==> src/rtl/i2c_endseq_pkg.sv <==
package i2c_endseq_pkg;

    typedef enum logic [3:0] {
        SQ_IDLE,
        SQ_ACK_LOW,
        SQ_ACK_WAIT,
        SQ_ACK_HIGH,
        SQ_STP_SDA,
        SQ_STP_LOW,
        SQ_STP_WAIT,
        SQ_STP_HIGH,
        SQ_STP_REL,
        SQ_STP_TAIL
    } seq_state_e;

    localparam int unsigned SYNC_STAGES = 2;

endpackage

==> src/rtl/i2c_line_sync.sv <==
module i2c_line_sync #(
    parameter int unsigned LINES  = 2,
    parameter int unsigned STAGES = 2
) (
    input  logic             clk,
    input  logic             rst_n,
    input  logic [LINES-1:0] line_in,
    output logic [LINES-1:0] line_s
);

    logic [LINES-1:0] stage_q [STAGES];

    genvar g;
    generate
        for (g = 0; g < STAGES; g++) begin : g_stage
            always_ff @(posedge clk or negedge rst_n) begin
                if (!rst_n) begin
                    stage_q[g] <= '1;
                end else begin
                    if (g == 0) begin
                        stage_q[g] <= line_in;
                    end else begin
                        stage_q[g] <= stage_q[(g == 0) ? 0 : g-1];
                    end
                end
            end
        end
    endgenerate

    assign line_s = stage_q[STAGES-1];

endmodule

==> src/rtl/i2c_brg_counter.sv <==
module i2c_brg_counter #(
    parameter int unsigned RLD_W = 8
) (
    input  logic             clk,
    input  logic             rst_n,
    input  logic             load,
    input  logic             run,
    input  logic [RLD_W-1:0] reload,
    output logic             tc
);

    logic [RLD_W-1:0] cnt_q;

    always_ff @(posedge clk or negedge rst_n) begin
        if (!rst_n) begin
            cnt_q <= '0;
        end else if (load) begin
            cnt_q <= reload;
        end else if (run && (cnt_q != '0)) begin
            cnt_q <= cnt_q - 1'b1;
        end
    end

    assign tc = run && (cnt_q == '0);

endmodule

==> src/rtl/i2c_endseq_fsm.sv <==
module i2c_endseq_fsm
    import i2c_endseq_pkg::*;
(
    input  logic clk,
    input  logic rst_n,
    input  logic ack_req,
    input  logic stop_req,
    input  logic ack_value,
    input  logic scl_s,
    input  logic sda_s,
    input  logic tc,
    output logic load,
    output logic run,
    output logic scl_oe,
    output logic sda_oe,
    output logic busy,
    output logic done,
    output logic stop_hit,
    output logic seq_start
);

    seq_state_e state_q, state_d;
    logic       ack_drive_q;
    logic       hold_low_q;

    // state register
    always_ff @(posedge clk or negedge rst_n) begin
        if (!rst_n) begin
            state_q <= SQ_IDLE;
        end else begin
            state_q <= state_d;
        end
    end

    // captured acknowledge level and idle SCL hold
    always_ff @(posedge clk or negedge rst_n) begin
        if (!rst_n) begin
            ack_drive_q <= 1'b0;
            hold_low_q  <= 1'b0;
        end else begin
            if (state_q == SQ_IDLE && ack_req) begin
                ack_drive_q <= ~ack_value;
            end
            if (done && state_q == SQ_ACK_HIGH) begin
                hold_low_q <= 1'b1;
            end else if (done && state_q == SQ_STP_TAIL) begin
                hold_low_q <= 1'b0;
            end
        end
    end

    // transitions
    always_comb begin
        state_d  = state_q;
        load     = 1'b0;
        done     = 1'b0;
        stop_hit = 1'b0;
        unique case (state_q)
            SQ_IDLE: begin
                if (ack_req) begin
                    state_d = SQ_ACK_LOW;
                    load    = 1'b1;
                end else if (stop_req) begin
                    state_d = SQ_STP_SDA;
                end
            end
            SQ_ACK_LOW:  if (tc) state_d = SQ_ACK_WAIT;
            SQ_ACK_WAIT: begin
                if (scl_s) begin
                    state_d = SQ_ACK_HIGH;
                    load    = 1'b1;
                end
            end
            SQ_ACK_HIGH: begin
                if (tc) begin
                    state_d = SQ_IDLE;
                    done    = 1'b1;
                end
            end
            SQ_STP_SDA: begin
                if (!sda_s) begin
                    state_d = SQ_STP_LOW;
                    load    = 1'b1;
                end
            end
            SQ_STP_LOW:  if (tc) state_d = SQ_STP_WAIT;
            SQ_STP_WAIT: begin
                if (scl_s) begin
                    state_d = SQ_STP_HIGH;
                    load    = 1'b1;
                end
            end
            SQ_STP_HIGH: if (tc) state_d = SQ_STP_REL;
            SQ_STP_REL: begin
                if (sda_s && scl_s) begin
                    state_d  = SQ_STP_TAIL;
                    load     = 1'b1;
                    stop_hit = 1'b1;
                end
            end
            SQ_STP_TAIL: begin
                if (tc) begin
                    state_d = SQ_IDLE;
                    done    = 1'b1;
                end
            end
            default: state_d = SQ_IDLE;
        endcase
    end

    // outputs
    always_comb begin
        scl_oe = 1'b0;
        sda_oe = 1'b0;
        run    = 1'b0;
        unique case (state_q)
            SQ_IDLE:     scl_oe = hold_low_q;
            SQ_ACK_LOW:  begin scl_oe = 1'b1; sda_oe = ack_drive_q; run = 1'b1; end
            SQ_ACK_WAIT: sda_oe = ack_drive_q;
            SQ_ACK_HIGH: begin sda_oe = ack_drive_q; run = 1'b1; end
            SQ_STP_SDA:  begin scl_oe = 1'b1; sda_oe = 1'b1; end
            SQ_STP_LOW:  begin scl_oe = 1'b1; sda_oe = 1'b1; run = 1'b1; end
            SQ_STP_WAIT: sda_oe = 1'b1;
            SQ_STP_HIGH: begin sda_oe = 1'b1; run = 1'b1; end
            SQ_STP_REL:  ;
            SQ_STP_TAIL: run = 1'b1;
            default:     ;
        endcase
    end

    assign busy      = (state_q != SQ_IDLE);
    assign seq_start = (state_q == SQ_IDLE) && (ack_req || stop_req);

    // accepted acknowledge holds SCL low and drives the captured bit
    p_ack_entry_r2: assert property (@(posedge clk) disable iff (!rst_n)
        (state_q == SQ_IDLE && ack_req) |=> (scl_oe && (sda_oe == !$past(ack_value))));

    // the high phase waits for the synchronized SCL
    p_wait_scl_r4: assert property (@(posedge clk) disable iff (!rst_n)
        (state_q == SQ_ACK_WAIT && !scl_s) |=> (state_q == SQ_ACK_WAIT));

    // the stop keeps SDA low until it is seen low
    p_stop_sda_r6: assert property (@(posedge clk) disable iff (!rst_n)
        (state_q == SQ_STP_SDA && sda_s) |=> (sda_oe && scl_oe));

endmodule

==> src/rtl/i2c_endseq_flags.sv <==
module i2c_endseq_flags #(
    parameter int unsigned DATA_W = 8
) (
    input  logic              clk,
    input  logic              rst_n,
    input  logic              busy,
    input  logic              done,
    input  logic              stop_hit,
    input  logic              seq_start,
    input  logic              flag_clear,
    input  logic              buf_wr,
    input  logic [DATA_W-1:0] buf_wdata,
    output logic              irq_flag,
    output logic              wcol_flag,
    output logic              stop_seen,
    output logic [DATA_W-1:0] tx_byte
);

    always_ff @(posedge clk or negedge rst_n) begin
        if (!rst_n) begin
            irq_flag  <= 1'b0;
            wcol_flag <= 1'b0;
            stop_seen <= 1'b0;
            tx_byte   <= '0;
        end else begin
            if (done) begin
                irq_flag <= 1'b1;
            end else if (flag_clear) begin
                irq_flag <= 1'b0;
            end
            if (buf_wr && busy) begin
                wcol_flag <= 1'b1;
            end else if (flag_clear) begin
                wcol_flag <= 1'b0;
            end
            if (stop_hit) begin
                stop_seen <= 1'b1;
            end else if (seq_start) begin
                stop_seen <= 1'b0;
            end
            if (buf_wr && !busy) begin
                tx_byte <= buf_wdata;
            end
        end
    end

    // a collision is flagged and the byte is kept
    p_wcol_set_r9: assert property (@(posedge clk) disable iff (!rst_n)
        (buf_wr && busy) |=> wcol_flag);
    p_byte_kept_r9: assert property (@(posedge clk) disable iff (!rst_n)
        (buf_wr && busy) |=> $stable(tx_byte));

    // a clear in the completion cycle leaves the flag set
    p_irq_sticky_r10: assert property (@(posedge clk) disable iff (!rst_n)
        done |=> irq_flag);

endmodule

==> src/rtl/i2c_endseq.sv <==
module i2c_endseq
    import i2c_endseq_pkg::*;
#(
    parameter int unsigned RLD_W  = 8,
    parameter int unsigned DATA_W = 8
) (
    input  logic              clk,
    input  logic              rst_n,
    input  logic [RLD_W-1:0]  reload,
    input  logic              ack_start,
    input  logic              stop_start,
    input  logic              ack_value,
    input  logic              buf_wr,
    input  logic [DATA_W-1:0] buf_wdata,
    input  logic              flag_clear,
    input  logic              scl_in,
    input  logic              sda_in,
    output logic              scl_oe,
    output logic              sda_oe,
    output logic              busy,
    output logic              irq_flag,
    output logic              wcol_flag,
    output logic              stop_seen,
    output logic [DATA_W-1:0] tx_byte
);

    localparam int unsigned LINES = 2;

    logic [LINES-1:0] lines_s;
    logic             load, run, tc, done, stop_hit, seq_start;

    i2c_line_sync #(.LINES(LINES), .STAGES(SYNC_STAGES)) u_sync (
        .clk     (clk),
        .rst_n   (rst_n),
        .line_in ({scl_in, sda_in}),
        .line_s  (lines_s)
    );

    i2c_brg_counter #(.RLD_W(RLD_W)) u_brg (
        .clk    (clk),
        .rst_n  (rst_n),
        .load   (load),
        .run    (run),
        .reload (reload),
        .tc     (tc)
    );

    i2c_endseq_fsm u_fsm (
        .clk       (clk),
        .rst_n     (rst_n),
        .ack_req   (ack_start),
        .stop_req  (stop_start),
        .ack_value (ack_value),
        .scl_s     (lines_s[1]),
        .sda_s     (lines_s[0]),
        .tc        (tc),
        .load      (load),
        .run       (run),
        .scl_oe    (scl_oe),
        .sda_oe    (sda_oe),
        .busy      (busy),
        .done      (done),
        .stop_hit  (stop_hit),
        .seq_start (seq_start)
    );

    i2c_endseq_flags #(.DATA_W(DATA_W)) u_flags (
        .clk        (clk),
        .rst_n      (rst_n),
        .busy       (busy),
        .done       (done),
        .stop_hit   (stop_hit),
        .seq_start  (seq_start),
        .flag_clear (flag_clear),
        .buf_wr     (buf_wr),
        .buf_wdata  (buf_wdata),
        .irq_flag   (irq_flag),
        .wcol_flag  (wcol_flag),
        .stop_seen  (stop_seen),
        .tx_byte    (tx_byte)
    );

    // stop_seen rises with both lines released
    p_stop_lines_r8: assert property (@(posedge clk) disable iff (!rst_n)
        $rose(stop_seen) |-> (!scl_oe && !sda_oe && busy));

    // completion always leaves the interrupt flag set
    p_end_irq_r5: assert property (@(posedge clk) disable iff (!rst_n)
        $fell(busy) |-> irq_flag);

endmodule

==> config.mk <==
export PLATFORM = sky130hd
export DESIGN_NAME = i2c_endseq
export DESIGN_NICKNAME = d
export VERILOG_FILES = /design/src/rtl/i2c_endseq_pkg.sv /design/src/rtl/i2c_line_sync.sv /design/src/rtl/i2c_brg_counter.sv /design/src/rtl/i2c_endseq_fsm.sv /design/src/rtl/i2c_endseq_flags.sv /design/src/rtl/i2c_endseq.sv
export SDC_FILE = /design/constraint.sdc
export NUM_CORES = 1
export LEC_CHECK = 0
export BUFFER_PORTS_ARGS = -buffer_cell sky130_fd_sc_hd__buf_2
export CAP_MARGIN = 20
export CORE_UTILIZATION = 50
export CTS_CLUSTER_SIZE = 10
export DETAILED_ROUTE_END_ITERATION = 8
export PLACE_DENSITY = 0.76
export SLEW_MARGIN = 25
export SYNTH_ARGS = -nofsm -noshare
export SYNTH_HDL_FRONTEND = slang
export SYNTH_HIERARCHICAL = 1
export SYNTH_SLANG_ARGS = --single-unit
==> constraint.sdc <==
create_clock -name clk -period 4.5 [get_ports clk]
set_clock_uncertainty 0.1 [all_clocks]
set_input_delay 0.9 -clock clk [delete_from_list [all_inputs] [get_ports clk]]
set_output_delay 0.9 -clock clk [all_outputs]
set_load 0.05 [all_outputs]
==> impl_metrics.yaml <==
run_status:
  status: "completed"
placed_design:
  dp_hpwl_um: 2140
  place_congestion: 0.761
  place_inst: 215
  port_buffers: 38
  dpl_cell_area_um2: 1730
route:
  routed_via_density: 5.34
  avgRoutedWirePerCell_um: 13.7
  drtAntennaViolNets: 0
  routed_wl_um: 3050
  via_count: 1190
  drt-initial-drc-count: 60
  drc_errors: 0
  firstDrtPassIters: 4
critical_path:
  cp_num_buf_inv: 2
  path_cells: "nor4_4 > inv_1 > buf_2"
  reg2reg_depth: 6
  r2r_slack_ps: 2080
  path_delay_family: "flip-flops"
  critical_path_depth: 3
  end_kind: "output pin"
  r2r-end: "u_brg/cnt_q[5]"
  crit_path_max_fanout: 14
  slowest_stage: "dfrtp_1"
  worstSetupStartpointType: "flop"
  critPathCapture: "busy"
  cp-startpoint: "u_fsm/state_q[3]"
  slowest_delay_ps: 550
  worstPathRequired_ps: 3500
  r2r_start: "u_fsm/state_q[1]"
  cp.arrival_ps: 1670
  worstSetupPathType: "flop to output pin"
cts:
  clockBufferDepth: 2
  cts_root_buffer: "clkbuf_4"
  hold_buffers: 0
  cts_tree: "built"
  clk-insertion-delay-late_ps: 330
  h-tree-depth: 2
  cts_buffers: 5
  postCtsResizedCells: 0
  cts_setup_buffers: 0
  numClockSinks: 29
  path_clk_slew_ps: 80
power:
  p_leak_uw: 0.000821
  vdd_ir_drop_max_mv: 0.296
  intPower_uw: 640
  pwr-share-comb: 0.408
  power_density_nw_per_um2: 616
  power_frac_seq: 0.404
  switchingPower_uw: 473
  power_uw: 1110
  p_sw_frac: 0.425
  p_clk_frac: 0.188
die:
  fp.dieH_um: 58.1
  core_um2: 3030
  row_count: 20
  ioPinCount: 39
  start_util: 0.520
  dieArea_um2: 3380
  die_w_um: 58.1
timing:
  rsz0062_at_grt: "false"
  period_share: 0.593
  period_needed_ps: 2670
  worstMarginPinSlew_ps: 647
  slew_violations: 0
  setup_violations: 0
  slew_headroom: 0.568
  max_freq_ghz: 0.375
  hold_ws_ps: 262
  hold_viol: 0
  fin_tns_setup_ps: 0
global_route:
  grt_use_total: 0.204
  grt_use_met1: 0.214
  grtUsageMet3: 0.0737
  busiest_layer: "met2"
  grt.overflow.total: 0
  grt_pass1_vias: 1156
  grt_pass1_wl_um: 4980
  met2_usage: 0.360
  antenna_found_initial: 0
  grt_max_degree: 30
synth:
  ys_async_sr_fraction: 1.00
  synth.distinct_cells: 44
  syn_area_um2: 1580
  synth-seq-cells: 29
  synthCells: 142
  ys_top_cells_by_count: "dfrtp_1 (25), a21oi_1 (12), inv_1 (10)"
  syn_avg_cell_area_um2: 11.1
  synth_area_leaders: "dfrtp_1 (40%), mux2_4 (7.6%), dfstp_2 (6.7%), a21oi_1 (3.8%), nor4_4 (2.7%)"
  synth_top_area_share: 0.397
  syn_nets: 168
  synth_edf_count: 0
  yosysMostFrequentCell: "dfrtp_1"
  yosys_warnings: 6
  synth_ff_type: "dfrtp_1"
  seq_area_frac_synth: 0.464
  yosys.area.top_type: "dfrtp_1"
final_layout:
  final_area_um2: 1810
  drive_gt1_frac: 0.374
  fin_cells: 223
  antenna_cells: 0
  nets: 204
  syn2layout_area_growth_pct: 14.6
  filler_cell_count: 266
job:
  drv_cap: 0
hold_path:
  hp-class: "flop to flop"
-- cells in the final DEF, fill, tap and decap left out, drive strengths merged, types with 2 or more instances in the layout --
master / netlist / routed
buf: 7 / 38
dfrtp: 25 / 25
a21oi: 12 / 12
inv: 10 / 10
o21ai: 10 / 10
nand2: 8 / 8
mux2: 8 / 8
nor3: 6 / 6
clkbuf: 2 / 6
nand2b: 5 / 5
nor2: 5 / 5
dfstp: 4 / 4
xnor2: 3 / 3
nand3: 3 / 3
a21o: 3 / 3
nor4: 3 / 3
nor2b: 3 / 3
o31a: 3 / 3
nor3b: 2 / 2
and3: 2 / 2
a211oi: 2 / 2
and2: 2 / 2
-- how the worst min path moves through the flow --
stage                     depth (start not counted)                to               from  slack [ps]
final                                             0  u_sync/line_s[0]  u_sync/stage_q[2]         260
after global routing                              0  u_sync/line_s[0]  u_sync/stage_q[2]         270
after CTS                                         0  u_sync/line_s[0]  u_sync/stage_q[2]         260
after detailed placement                          0  u_sync/line_s[0]  u_sync/stage_q[2]         250
after global placement                            0  u_sync/line_s[0]  u_sync/stage_q[2]         250
after floorplan                                   0  u_sync/line_s[0]  u_sync/stage_q[2]         250
-- flip-flops by register name, indices dropped and copies added (netlist names) --
name / cells
u_brg/cnt_q: 8
u_flags/irq_flag: 1
u_flags/stop_seen: 1
u_flags/tx_byte: 8
u_flags/wcol_flag: 1
u_fsm/ack_drive_q: 1
u_fsm/hold_low_q: 1
u_fsm/state_q: 4
u_sync/line_s: 2
u_sync/stage_q: 2
-- worst reg2reg max path: cells and delay by family (launching register included) --
family          cells  cell delay [ps]
flops               1              580
simple gates        3             1030
compound gates      3              660
-- per-stage QoR --
step	util	setup slack, ps
2_1_floorplan	-	1810
3_3_place_gp	0.571	2120
3_5_place_dp	0.571	2020
4_1_cts	0.596	1810
5_1_grt	0.596	1690
6_report	0.596	1830
-- kinds of logic after synthesis --
logic type,share of synthesized area
AOI/OAI and AO/OA,0.157
xor gates and xnor gates,0.0222
adders and majority gates,0.00794
buffers and inverters,0.0818
DFF,0.464
muxes,0.0826
and+or+nand+nor,0.184
-- per-layer routing --
| layer | routed length, um | vias to the layer above |
|---|---|---|
| li1 | - | 574 |
| met1 | 1310 | 581 |
| met2 | 1570 | 31 |
| met3 | 113 | 4 |
| met4 | 53 | 0 |
| met5 | 0 | - |
-- power groups by stage --
stage / clock, uW / sequential [uW] / combinational, uW
floorplan: 0 / 519 / 295
global placement: 0 / 441 / 440
detailed placement: 0 / 452 / 454
CTS: 216 / 448 / 457
global route: 227 / 460 / 491
finish: 209 / 449 / 454
-- cell type report --
cell class | count | area [um2] | area share
timing repair buffer | 38 | 190 | 0.105
multi-input combinational | 94 | 716 | 0.396
clock inverter | 2 | 35.0 | 0.0194
tap | 44 | 55.1 | 0.0305
clock buffer | 6 | 41.3 | 0.0229
sequential | 29 | 731 | 0.405
inverter | 10 | 37.5 | 0.0208
No activity file was read; power rests on OpenSTA's default activity.
